## config.mk

```make
export PLATFORM = sky130hd
export DESIGN_NAME = brk_channel
export DESIGN_NICKNAME = d
export VERILOG_FILES = /design/src/rtl/brk_pkg.sv /design/src/rtl/brk_attr_cmp.sv /design/src/rtl/brk_tag_queue.sv /design/src/rtl/brk_exec_count.sv /design/src/rtl/brk_req_gate.sv /design/src/rtl/brk_channel.sv
export SDC_FILE = /design/constraint.sdc
export NUM_CORES = 1
export LEC_CHECK = 0
export BUFFER_PORTS_ARGS = -buffer_cell sky130_fd_sc_hd__buf_4
export CORE_ASPECT_RATIO = 0.7
export CORE_UTILIZATION = 30
export CTS_CLUSTER_SIZE = 40
export DETAILED_ROUTE_END_ITERATION = 16
export GPL_ROUTABILITY_DRIVEN = 0
export PLACE_DENSITY = 0.62
export SYNTH_ARGS = -nofsm -noshare
export SYNTH_HDL_FRONTEND = slang
export SYNTH_SLANG_ARGS = --single-unit
export TNS_END_PERCENT = 50
```

## constraint.sdc

```tcl
create_clock -name clk -period 2.9 [get_ports clk]
set_input_delay 0.29 -clock clk [delete_from_list [all_inputs] [get_ports clk]]
set_output_delay 0.29 -clock clk [all_outputs]
set_load 0.01 [all_outputs]
```

## src/rtl/brk_pkg.sv

```systemverilog
package brk_pkg;

    // Fixed priority level of the user-break request.
    localparam logic [3:0] BRK_LEVEL = 4'd15;

    // Attributes of a bus cycle that a condition compares.
    typedef struct packed {
        logic       master_oth;
        logic       write;
        logic [1:0] size;
    } cyc_attr_t;

    function automatic logic mask_admits(input logic [3:0] mask);
        return mask < BRK_LEVEL;
    endfunction

endpackage

```

## src/rtl/brk_attr_cmp.sv

```systemverilog
module brk_attr_cmp
    import brk_pkg::*;
#(
    parameter int AW = 16,
    parameter int DW = 16
) (
    input  logic          cfg_data_cyc,
    input  cyc_attr_t     cfg_attr,
    input  logic [AW-1:0] cfg_addr,
    input  logic [DW-1:0] cfg_data,
    input  logic          cfg_data_cmp,
    input  logic          bus_valid,
    input  logic          bus_fetch,
    input  cyc_attr_t     bus_attr,
    input  logic [AW-1:0] bus_addr,
    input  logic [DW-1:0] bus_data,
    output logic          fetch_match,
    output logic          data_match
);

    logic attr_eq;
    logic addr_eq;
    logic data_ok;

    always_comb begin
        attr_eq = (cfg_attr == bus_attr);
        addr_eq = (cfg_addr == bus_addr);
        // Data value takes part only for data conditions with compare enabled.
        data_ok = !cfg_data_cmp || (cfg_data == bus_data);
        fetch_match = bus_valid && bus_fetch && !cfg_data_cyc && attr_eq && addr_eq
                      && !bus_attr.master_oth && !bus_attr.write;
        data_match  = bus_valid && !bus_fetch && cfg_data_cyc && attr_eq && addr_eq
                      && data_ok;
    end

endmodule

```

## src/rtl/brk_tag_queue.sv

```systemverilog
module brk_tag_queue #(
    parameter int QD = 4
) (
    input  logic clk,
    input  logic rst_n,
    input  logic push,
    input  logic push_tag,
    input  logic pop,
    input  logic flush,
    output logic head_tag,
    output logic full
);

    localparam int CNTW = $clog2(QD + 1);
    localparam logic [CNTW-1:0] DEPTH_C = CNTW'(QD);

    typedef struct packed {
        logic [QD-1:0]   tags;
        logic [CNTW-1:0] cnt;
    } q_t;

    q_t q_d, q_q;

    always_comb begin
        q_d = q_q;
        // Oldest entry leaves first when it issues.
        if (pop && q_q.cnt != '0) begin
            q_d.tags = q_q.tags >> 1;
            q_d.cnt  = q_q.cnt - 1'b1;
        end
        // Redirect discards everything still waiting.
        if (flush) begin
            q_d.cnt = '0;
        end
        // A fetch in the redirect cycle belongs to the new path and is kept.
        if (push && q_d.cnt != DEPTH_C) begin
            for (int i = 0; i < QD; i++) begin
                if (i == int'(q_d.cnt)) begin
                    q_d.tags[i] = push_tag;
                end
            end
            q_d.cnt = q_d.cnt + 1'b1;
        end
    end

    always_ff @(posedge clk or negedge rst_n) begin
        if (!rst_n) begin
            q_q <= '0;
        end else begin
            q_q <= q_d;
        end
    end

    assign head_tag = q_q.tags[0] && (q_q.cnt != '0);
    assign full     = (q_q.cnt == DEPTH_C);

    p_no_overflow_r4: assert property (@(posedge clk) disable iff (!rst_n)
        !(push && full && !pop && !flush));

    p_flush_empties_r4: assert property (@(posedge clk) disable iff (!rst_n)
        (flush && !push) |=> (q_q.cnt == '0));

endmodule

```

## src/rtl/brk_exec_count.sv

```systemverilog
module brk_exec_count #(
    parameter int CW = 8
) (
    input  logic          clk,
    input  logic          rst_n,
    input  logic          mode,
    input  logic          load,
    input  logic [CW-1:0] load_val,
    input  logic          qual,
    output logic          hit,
    output logic [CW-1:0] value
);

    localparam logic [CW-1:0] ONE_C = CW'(1);

    typedef struct packed {
        logic [CW-1:0] count;
    } cnt_t;

    cnt_t c_d, c_q;

    always_comb begin
        c_d = c_q;
        hit = 1'b0;
        if (load) begin
            c_d.count = load_val;
        end else if (mode && qual && c_q.count != '0) begin
            c_d.count = c_q.count - 1'b1;
        end
        if (!mode) begin
            hit = qual;
        end else begin
            hit = qual && !load && (c_q.count == ONE_C);
        end
    end

    always_ff @(posedge clk or negedge rst_n) begin
        if (!rst_n) begin
            c_q <= '0;
        end else begin
            c_q <= c_d;
        end
    end

    assign value = c_q.count;

    p_stop_at_zero_r8: assert property (@(posedge clk) disable iff (!rst_n)
        (c_q.count == '0 && !load) |=> (c_q.count == '0));

    p_hit_on_last_r8: assert property (@(posedge clk) disable iff (!rst_n)
        (hit && mode) |=> (c_q.count == '0));

endmodule

```

## src/rtl/brk_req_gate.sv

```systemverilog
module brk_req_gate
    import brk_pkg::*;
(
    input  logic       clk,
    input  logic       rst_n,
    input  logic       fetch_hit,
    input  logic       data_hit,
    input  logic       hit_bus_side,
    input  logic       post,
    input  logic       ex_issue,
    input  logic       ex_int_ok,
    input  logic       clr_cpu,
    input  logic       clr_bus,
    input  logic [3:0] int_mask,
    output logic       flag_cpu,
    output logic       flag_bus,
    output logic       pending,
    output logic       accept
);

    typedef struct packed {
        logic armed;
        logic pending;
        logic flag_cpu;
        logic flag_bus;
    } gate_t;

    gate_t s_d, s_q;
    logic  hit;
    logic  fire_now;
    logic  arm_set;
    logic  armed_fire;
    logic  fire;

    always_comb begin
        hit        = fetch_hit || data_hit;
        // Pre-execution break at an accepting boundary goes out at once.
        fire_now   = fetch_hit && !post && ex_int_ok;
        // Post-execution, or a boundary that refuses interrupts: wait.
        arm_set    = fetch_hit && (post || !ex_int_ok);
        armed_fire = s_q.armed && ex_issue && ex_int_ok;
        fire       = fire_now || armed_fire || data_hit;
        accept     = s_q.pending && mask_admits(int_mask);

        s_d          = s_q;
        s_d.armed    = (s_q.armed && !armed_fire) || arm_set;
        s_d.pending  = fire || (s_q.pending && !accept);
        s_d.flag_cpu = (s_q.flag_cpu && !clr_cpu) || (hit && !hit_bus_side);
        s_d.flag_bus = (s_q.flag_bus && !clr_bus) || (hit && hit_bus_side);
    end

    always_ff @(posedge clk or negedge rst_n) begin
        if (!rst_n) begin
            s_q <= '0;
        end else begin
            s_q <= s_d;
        end
    end

    assign flag_cpu = s_q.flag_cpu;
    assign flag_bus = s_q.flag_bus;
    assign pending  = s_q.pending;

    p_sticky_cpu_r10: assert property (@(posedge clk) disable iff (!rst_n)
        (s_q.flag_cpu && !clr_cpu) |=> s_q.flag_cpu);

    p_sticky_bus_r10: assert property (@(posedge clk) disable iff (!rst_n)
        (s_q.flag_bus && !clr_bus) |=> s_q.flag_bus);

    p_hold_masked_r12: assert property (@(posedge clk) disable iff (!rst_n)
        (s_q.pending && int_mask == BRK_LEVEL) |=> s_q.pending);

    p_accept_clears_r11: assert property (@(posedge clk) disable iff (!rst_n)
        (accept && !fire) |=> !s_q.pending);

    p_post_defers_r6: assert property (@(posedge clk) disable iff (!rst_n)
        (fetch_hit && post) |=> s_q.armed);

endmodule

```

## src/rtl/brk_channel.sv

```systemverilog
module brk_channel
    import brk_pkg::*;
#(
    parameter int AW = 32,
    parameter int DW = 32,
    parameter int CW = 12,
    parameter int QD = 4
) (
    input  logic          clk,
    input  logic          rst_n,
    input  logic          cfg_data_cyc,
    input  logic          cfg_master_oth,
    input  logic          cfg_write,
    input  logic [1:0]    cfg_size,
    input  logic [AW-1:0] cfg_addr,
    input  logic [DW-1:0] cfg_data,
    input  logic          cfg_data_cmp,
    input  logic          cfg_post,
    input  logic          cfg_cnt_mode,
    input  logic          cnt_load,
    input  logic [CW-1:0] cnt_load_val,
    input  logic          bus_valid,
    input  logic          bus_master_oth,
    input  logic          bus_fetch,
    input  logic          bus_write,
    input  logic [1:0]    bus_size,
    input  logic [AW-1:0] bus_addr,
    input  logic [DW-1:0] bus_data,
    input  logic          ex_issue,
    input  logic          ex_int_ok,
    input  logic          pipe_flush,
    input  logic          clr_cpu_flag,
    input  logic          clr_bus_flag,
    input  logic [3:0]    int_mask,
    output logic          flag_cpu,
    output logic          flag_bus,
    output logic          brk_pending,
    output logic          brk_accept,
    output logic [CW-1:0] cnt_value
);

    cyc_attr_t cfg_attr;
    cyc_attr_t bus_attr;
    logic      fetch_match;
    logic      data_match;
    logic      q_push;
    logic      q_head;
    logic      q_full;
    logic      fetch_qual;
    logic      qual;
    logic      hit;

    always_comb begin
        cfg_attr.master_oth = cfg_master_oth;
        cfg_attr.write      = cfg_write;
        cfg_attr.size       = cfg_size;
        bus_attr.master_oth = bus_master_oth;
        bus_attr.write      = bus_write;
        bus_attr.size       = bus_size;
    end

    brk_attr_cmp #(.AW(AW), .DW(DW)) u_cmp (
        .cfg_data_cyc (cfg_data_cyc),
        .cfg_attr     (cfg_attr),
        .cfg_addr     (cfg_addr),
        .cfg_data     (cfg_data),
        .cfg_data_cmp (cfg_data_cmp),
        .bus_valid    (bus_valid),
        .bus_fetch    (bus_fetch),
        .bus_attr     (bus_attr),
        .bus_addr     (bus_addr),
        .bus_data     (bus_data),
        .fetch_match  (fetch_match),
        .data_match   (data_match)
    );

    assign q_push = bus_valid && bus_fetch && !bus_master_oth;

    brk_tag_queue #(.QD(QD)) u_queue (
        .clk      (clk),
        .rst_n    (rst_n),
        .push     (q_push),
        .push_tag (fetch_match),
        .pop      (ex_issue),
        .flush    (pipe_flush),
        .head_tag (q_head),
        .full     (q_full)
    );

    // A fetch condition qualifies only when its tagged instruction issues.
    assign fetch_qual = ex_issue && q_head && !cfg_data_cyc;
    assign qual       = fetch_qual || data_match;

    brk_exec_count #(.CW(CW)) u_count (
        .clk      (clk),
        .rst_n    (rst_n),
        .mode     (cfg_cnt_mode),
        .load     (cnt_load),
        .load_val (cnt_load_val),
        .qual     (qual),
        .hit      (hit),
        .value    (cnt_value)
    );

    brk_req_gate u_gate (
        .clk          (clk),
        .rst_n        (rst_n),
        .fetch_hit    (hit && !cfg_data_cyc),
        .data_hit     (hit && cfg_data_cyc),
        .hit_bus_side (cfg_master_oth),
        .post         (cfg_post),
        .ex_issue     (ex_issue),
        .ex_int_ok    (ex_int_ok),
        .clr_cpu      (clr_cpu_flag),
        .clr_bus      (clr_bus_flag),
        .int_mask     (int_mask),
        .flag_cpu     (flag_cpu),
        .flag_bus     (flag_bus),
        .pending      (brk_pending),
        .accept       (brk_accept)
    );

    p_queue_ok_r4: assert property (@(posedge clk) disable iff (!rst_n)
        !(q_push && q_full && !ex_issue && !pipe_flush));

endmodule

```

==> flow_summary_export.csv, run 1 <==
group,metric,value,unit
outcome,outcome,"finished, final reports clean",
route,via_per_inst,4.66,
route,drc,0,
critical_path,cp.arrival,2.72,ns
timing,fin_crit,2.60,ns
global_route,grt.total_usage,19.5,%
logic_synthesis,synth_ff_type,"dfrtp_1",
timing,fmax,0.384,GHz
logic_synthesis,ys_types,45,
clock_network,postCtsSetupRepairBufs,0,
critical_path,r2r_start,"u_count.value[5]",
clock_network,cts_tree,"built",
critical_path,critPathLaunchType,"register",
global_route,antenna_found_initial,0,
logic_synthesis,synth_fp_nets,430,
floorplanning,initial_utilization,31.0,%
timing,worst_clock_skew,0.00215,ns
floorplanning,dieArea,7880,um2
floorplanning,die_h,74.6,um
route,first_iter_violations,98,
power,leakage,1.73,nW
logic_synthesis,async_reset_ff_share,100,%
worst_hold_path,hold_depth,2,
power,powerDensity,341,nW/um2
clock_network,clk_latency,0.26,ns
placement,dp_cells,531,
route,drtPass1Iterations,4,
logic_synthesis,synth_cells,255,
timing,period_share,89.8,%
logic_synthesis,ys_ff_latch,23,
cells_and_area,drive_above_1_share,45.4,%
clock_network,root_buffer,"clkbuf_8",
worst_hold_path,hp-start,"clr_cpu_flag",
critical_path,r2r_slack,0.30,ns
floorplanning,rows,26,
route,vias,2500,
clock_network,cts_resized,0,
critical_path,r2r_cells,7,
timing,finalSetupViolCount,0,
placement,dpl.hpwl,6.53,mm
cells_and_area,layoutNonFillerInstCount,536,
logic_synthesis,synth_seq_area_share,25.5,%
timing,slew_headroom,64.0,%
clock_network,cts_htree_levels,1,
cells_and_area,syn_to_final_growth,66.7,%
timing,rsz0062_at_grt,"no",
logic_synthesis,syn-mean-instance-area,8.85,um2
logic_synthesis,synth_area,2260,um2
critical_path,reg2reg_to,"u_count.value[9]",
global_route,grt_pass1_vias,2544,
floorplanning,core_area,7290,um2
timing,drv_slew,0,
critical_path,critPathMaxFanout,19,
floorplanning,die_w,106,um
clock_network,clk_pin_slew_worst_paths,0.08,ns
logic_synthesis,synth_warnings,0,
route,drtAntennaViolNets,0,
floorplanning,ios,182,
route,wire_per_inst,14.3,um
critical_path,worstSetupPathType,"reg -> reg",
cells_and_area,nets,614,
clock_network,cts_sinks,23,
placement,portBuffers,181,
global_route,grt_max_degree,24,
timing,setup-tns-final,0,ns
route,wl,7.68,mm
logic_synthesis,synth_edf_count,0,
cells_and_area,mostFrequentLayoutCells,"buf_4, xnor2_1, xor2_1, dfrtp_1, nor2_1",
critical_path,end_kind,"register",
clock_network,clock_path_buffers,2,
clock_network,numCtsBuffers,3,
worst_hold_path,hold_end,"u_gate.flag_cpu",
cells_and_area,layout_commonest_cell,"buf_4",
critical_path,crit_required,3.02,ns
worst_hold_path,hp-class,"in -> reg",
timing,hold_viol_final,0,
power,vdd_drop_max,249,uV
global_route,overflow,0,
cells_and_area,insertedDiodeCount,0,
job,maxCapViolations,0,
global_route,grt_pass1_wl,12.2,mm
timing,worst_pin_slew,0.540,ns
worst max path at each step:
stage	from	endpoint	cells after the start
after floorplan	u_count.value[5]	u_count.value[7]	9
after global placement	bus_data[18]	u_count.value[9]	8
after detailed placement	u_count.value[5]	u_count.value[6]	7
after CTS	u_count.value[5]	u_count.value[6]	7
after global routing	u_count.value[5]	u_count.value[11]	7
final	u_count.value[5]	u_count.value[9]	7
state kept, by name, summed over array words and instances (netlist names):
name / count
u_gate.flag_cpu: 1
u_gate.pending: 1
u_count.value: 12
u_gate.flag_bus: 1
u_queue.q_q: 7
u_gate.s_q: 1
logic make-up after synthesis:
family / synth area share, %
AO/OA/AOI/OAI: 15.4
buffers and inverters: 4.66
AND/OR/NAND/NOR: 19.6
adder cells (fa/ha/maj): 4.99
flip-flops: 25.5
multiplexers: 1.94
XOR/XNOR: 27.9
cell type report:
type | count | area (um2)
Clock buffer | 4 | 45.0
Fill cell | 728 | 3520
Inverter | 14 | 52.6
Multi-Input combinational cell | 212 | 1580
Sequential cell | 23 | 576
Tap cell | 98 | 123
Timing Repair Buffer | 185 | 1390
routing by layer:
layer  routed length, um  vias up  global-route usage, %
li1                    -     1284                      -
met1                3400     1142                   24.7
met5                   0        -                      0
met4                  34        0                   1.54
met2                3840       70                   36.4
met3                 410        4                   3.51
critical path, cell delays in order (launching register included):
cell and delay (ns):
dfrtp_1 0.42, or4_1 0.69, o41ai_2 0.41, nor2_1 0.07
and4_4 0.21, a21oi_4 0.39, or4_1 0.19, a31oi_1 0.08
metrics by stage:
step	setup slack, ns	hold WS, ns	power [mW]	instance area [um2]	util, %
4_1_cts	0.271	0.199	1.29	3760	51.6
2_1_floorplan	0.558	-0.00559	0.770	2260	-
3_3_place_gp	0.297	0.214	1.07	3710	50.9
6_report	0.295	0.204	1.28	3760	51.6
5_1_grt	0.0415	0.202	1.39	3760	51.6
3_5_place_dp	0.270	0.215	1.09	3710	50.9
synth_stat cells, types with 2 or more instances:
library cell | number | share of area, %
xnor2_1 | 39 | 15
a21oi_1 | 7 | 1.6
nand4_1 | 10 | 2.8
o21ai_1 | 5 | 1.1
nor2_1 | 19 | 3.2
a32o_1 | 2 | 0.89
or2_2 | 2 | 0.55
o41ai_2 | 2 | 1.4
mux2_2 | 3 | 1.5
or4_1 | 9 | 3.0
nand3b_1 | 2 | 0.66
o31ai_1 | 7 | 2.3
or3_2 | 3 | 1.0
a31oi_1 | 12 | 3.3
buf_6 | 2 | 1.0
nand3_1 | 2 | 0.44
dfrtp_1 | 23 | 25
nor4_1 | 9 | 2.5
or3_1 | 3 | 0.83
nand2_1 | 12 | 2.0
o21ai_0 | 3 | 0.66
inv_1 | 14 | 2.3
o311ai_1 | 2 | 0.78
o211ai_1 | 2 | 0.66
ha_1 | 9 | 5.0
xor2_1 | 33 | 13
repair_timing:
action                                 in CTS  in global routing
hold buffers                                1                  0
endpoints found under the hold margin      23                  0
setup endpoints to repair                   0                  0
report_power, final:
group | total, mW | internal, mW | switching (mW)
Combinational | 0.661 | 0.364 | 0.297
Sequential | 0.421 | 0.377 | 0.0434
Clock | 0.200 | 0.0981 | 0.102
No activity file was read; power rests on OpenSTA's default activity.
==> run 2, diff against run 1 <==
--- a/config.mk
+++ b/config.mk
@@ -5,13 +5,14 @@
 export SDC_FILE = /design/constraint.sdc
 export NUM_CORES = 1
 export LEC_CHECK = 0
+export ABC_AREA = 1
 export BUFFER_PORTS_ARGS = -buffer_cell sky130_fd_sc_hd__buf_4
 export CORE_ASPECT_RATIO = 0.7
 export CORE_UTILIZATION = 30
 export CTS_CLUSTER_SIZE = 40
 export DETAILED_ROUTE_END_ITERATION = 16
 export GPL_ROUTABILITY_DRIVEN = 0
-export PLACE_DENSITY = 0.62
+export PLACE_DENSITY = 0.6
 export SYNTH_ARGS = -nofsm -noshare
 export SYNTH_HDL_FRONTEND = slang
 export SYNTH_SLANG_ARGS = --single-unit
==> flow_summary_export.csv, run 2 <==
group,metric,value,unit
clock_network,clk_pin_slew_worst_paths,0.06,ns
global_route,antenna_found_initial,0,
critical_path,crit_slowest_cell,"dfrtp_1",
timing,rsz0062_at_grt,"no",
placement,dpl.hpwl,8.03,mm
timing,finalSetupViolCount,0,
power,pwr-share-clk,20.3,%
timing,period_share,77.8,%
power,p_sw,545,uW
critical_path,worstSetupPathType,"reg -> reg",
logic_synthesis,synth_ff_type,"dfrtp_1",
cells_and_area,fillers,797,
clock_network,cts_resized,0,
job,maxCapViolations,0,
clock_network,postCtsSetupRepairBufs,0,
route,drc,0,
cells_and_area,layout_commonest_cell,"buf_4",
cells_and_area,largest_reg_flops,12,
critical_path,cp.arrival,2.39,ns
route,wire_per_inst,13.4,um
floorplanning,rows,27,
clock_network,clk_latency,0.25,ns
power,power,1.48,mW
timing,setup-tns-final,0,ns
cells_and_area,finish.utilization,51.0,%
clock_network,root_buffer,"clkbuf_16",
floorplanning,initial_utilization,32.0,%
logic_synthesis,synth_warnings,0,
route,first_iter_violations,162,
critical_path,crit_required,3.03,ns
power,p_comb_share,50.2,%
global_route,grt_pass1_vias,2958,
cells_and_area,mostFrequentLayoutCells,"buf_4, nand2_1, xnor2_1, inv_1, nor2_1",
critical_path,end_kind,"register",
power,vdd_drop_max,277,uV
critical_path,endpoint,"u_queue.q_q[6]",
critical_path,crit_path_frequent_cell,"inv_1",
logic_synthesis,yosysMostFrequentCell,"nand2_1",
logic_synthesis,ys_types,30,
power,netSwitchingFraction,36.8,%
timing,worst_pin_slew,0.407,ns
critical_path,cp_num_cells,14,
logic_synthesis,synth_cells,417,
global_route,overflow,0,
timing,drv_slew,0,
logic_synthesis,synth_seq_area_share,22.2,%
cells_and_area,nets,775,
logic_synthesis,synth.top_cells.by_count,"nand2_1, xnor2_1, inv_1, nor2_1, nand3_1",
global_route,grt_max_degree,25,
route,drtPass1Iterations,4,
clock_network,cts_hold_buf,1,
critical_path,crit_family,"simple AND/OR/NAND/NOR gates",
clock_network,cts_htree_levels,1,
critical_path,cp_num_buf_inv,5,
route,vias,3079,
critical_path,critPathLaunchType,"register",
cells_and_area,drive_above_1_share,33.1,%
power,powerDensity,358,nW/um2
critical_path,worstPathCellList,"inv_1, ha_1, nand2_1, nand2_2, inv_2, nor2_1, nor3_1, inv_1, ha_1, inv_1, o21ai_2, inv_2, nand2_1, mux2i_1",
critical_path,max_stage_delay,0.34,ns
timing,worst_clock_skew,0.00237,ns
cells_and_area,syn_to_final_growth,59.6,%
clock_network,cts_tree,"built",
clock_network,numCtsBuffers,3,
logic_synthesis,ys_top_cells_by_area,"dfrtp_1, nand2_1, xnor2_1, inv_1, nor2_1",
logic_synthesis,ys_ff_latch,23,
critical_path,critPathMaxFanout,9,
logic_synthesis,synth_fp_nets,592,
placement,portBuffers,181,
power,internal_power,936,uW
logic_synthesis,syn-mean-instance-area,6.21,um2
worst_hold_path,hp-class,"in -> reg",
floorplanning,die_h,79.8,um
critical_path,reg2reg_to,"u_queue.q_q[6]",
timing,fmax,0.443,GHz
power,seqPwrFrac,29.5,%
floorplanning,core_area,8110,um2
timing,fin_crit,2.26,ns
critical_path,r2r_slack,0.64,ns
route,via_per_inst,4.40,
logic_synthesis,async_reset_ff_share,100,%
critical_path,r2r_cells,14,
route,drtAntennaViolNets,0,
critical_path,crit_start,"u_queue.q_q[0]",
global_route,grt.total_usage,21.1,%
power,leakage,2.22,nW
logic_synthesis,synth_top_area_share,22.2,%
route,wl,9.38,mm
floorplanning,dieArea,9020,um2
clock_network,cts_sinks,23,
logic_synthesis,yosysTopAreaCell,"dfrtp_1",
global_route,grt_pass1_wl,14.9,mm
floorplanning,ios,182,
timing,hold_viol_final,0,
outcome,outcome,"finished, final reports clean",
timing,slew_headroom,72.7,%
cells_and_area,insertedDiodeCount,0,
floorplanning,die_w,113,um
clock_network,clock_path_buffers,2,
logic_synthesis,synth_area,2590,um2
logic_synthesis,synth_edf_count,0,
critical_path,r2r_start,"u_queue.q_q[0]",
==> run 2: power groups by stage <==
| stage | Sequential (mW) | Combinational [mW] | Clock, mW |
|---|---|---|---|
| 4_1_cts | 0.436 | 0.742 | 0.310 |
| 6_report | 0.438 | 0.744 | 0.300 |
| 2_1_floorplan | 0.438 | 0.400 | 0 |
| 3_5_place_dp | 0.442 | 0.737 | 0 |
| 3_3_place_gp | 0.440 | 0.718 | 0 |
| 5_1_grt | 0.449 | 0.844 | 0.325 |
==> run 2: routing by layer <==
| metal | vias up | GRT usage, % | routed length (um) |
|---|---|---|---|
| li1 | 1646 | - | - |
| met1 | 1344 | 29.3 | 4530 |
| met2 | 75 | 34.5 | 4240 |
| met3 | 14 | 3.04 | 419 |
| met4 | 0 | 5.13 | 200 |
| met5 | - | 0 | 0 |
==> run 2: worst min path at each step <==
stage / start / endpoint / slack (ns) / depth (start not counted)
finish: clr_cpu_flag / u_gate.flag_cpu / 0.21 / 2
floorplan: rst_n / u_count.value[0] / -0.006 / 0
CTS: clr_cpu_flag / u_gate.flag_cpu / 0.21 / 2
global route: clr_cpu_flag / u_gate.flag_cpu / 0.21 / 2
detailed placement: rst_n / u_count.value[9] / 0.21 / 1
global placement: rst_n / u_count.value[9] / 0.21 / 1
==> run 2: through the flow <==
stage	area, um2	setup slack [ns]	hold slack [ns]	instances
CTS	4140	0.701	0.207	700
global placement	4050	0.791	0.212	695
detailed placement	4050	0.706	0.214	695
finish	4140	0.644	0.209	700
floorplan	2590	0.947	-0.00559	417
global route	4140	0.416	0.213	700
==> run 2: cell families after synthesis <==
kind of cell / count (synthesis) / share of synthesized area, %
xor gates and xnor gates: 57 / 19.3
adders and majority gates: 9 / 4.35
buffers and inverters: 57 / 8.98
AOI/OAI and AO/OA: 28 / 5.84
and+or+nand+nor: 241 / 38.6
muxes: 2 / 0.773
DFF: 23 / 22.2
==> run 2: area by class of cell <==
class | instances | area [um2] | share of cell area [%]
multi-input combinational | 337 | 1780 | 43.1
timing repair buffer | 183 | 1380 | 33.3
sequential | 23 | 576 | 13.9
inverter | 52 | 195 | 4.72
tap | 101 | 126 | 3.06
clock buffer | 4 | 78.8 | 1.91
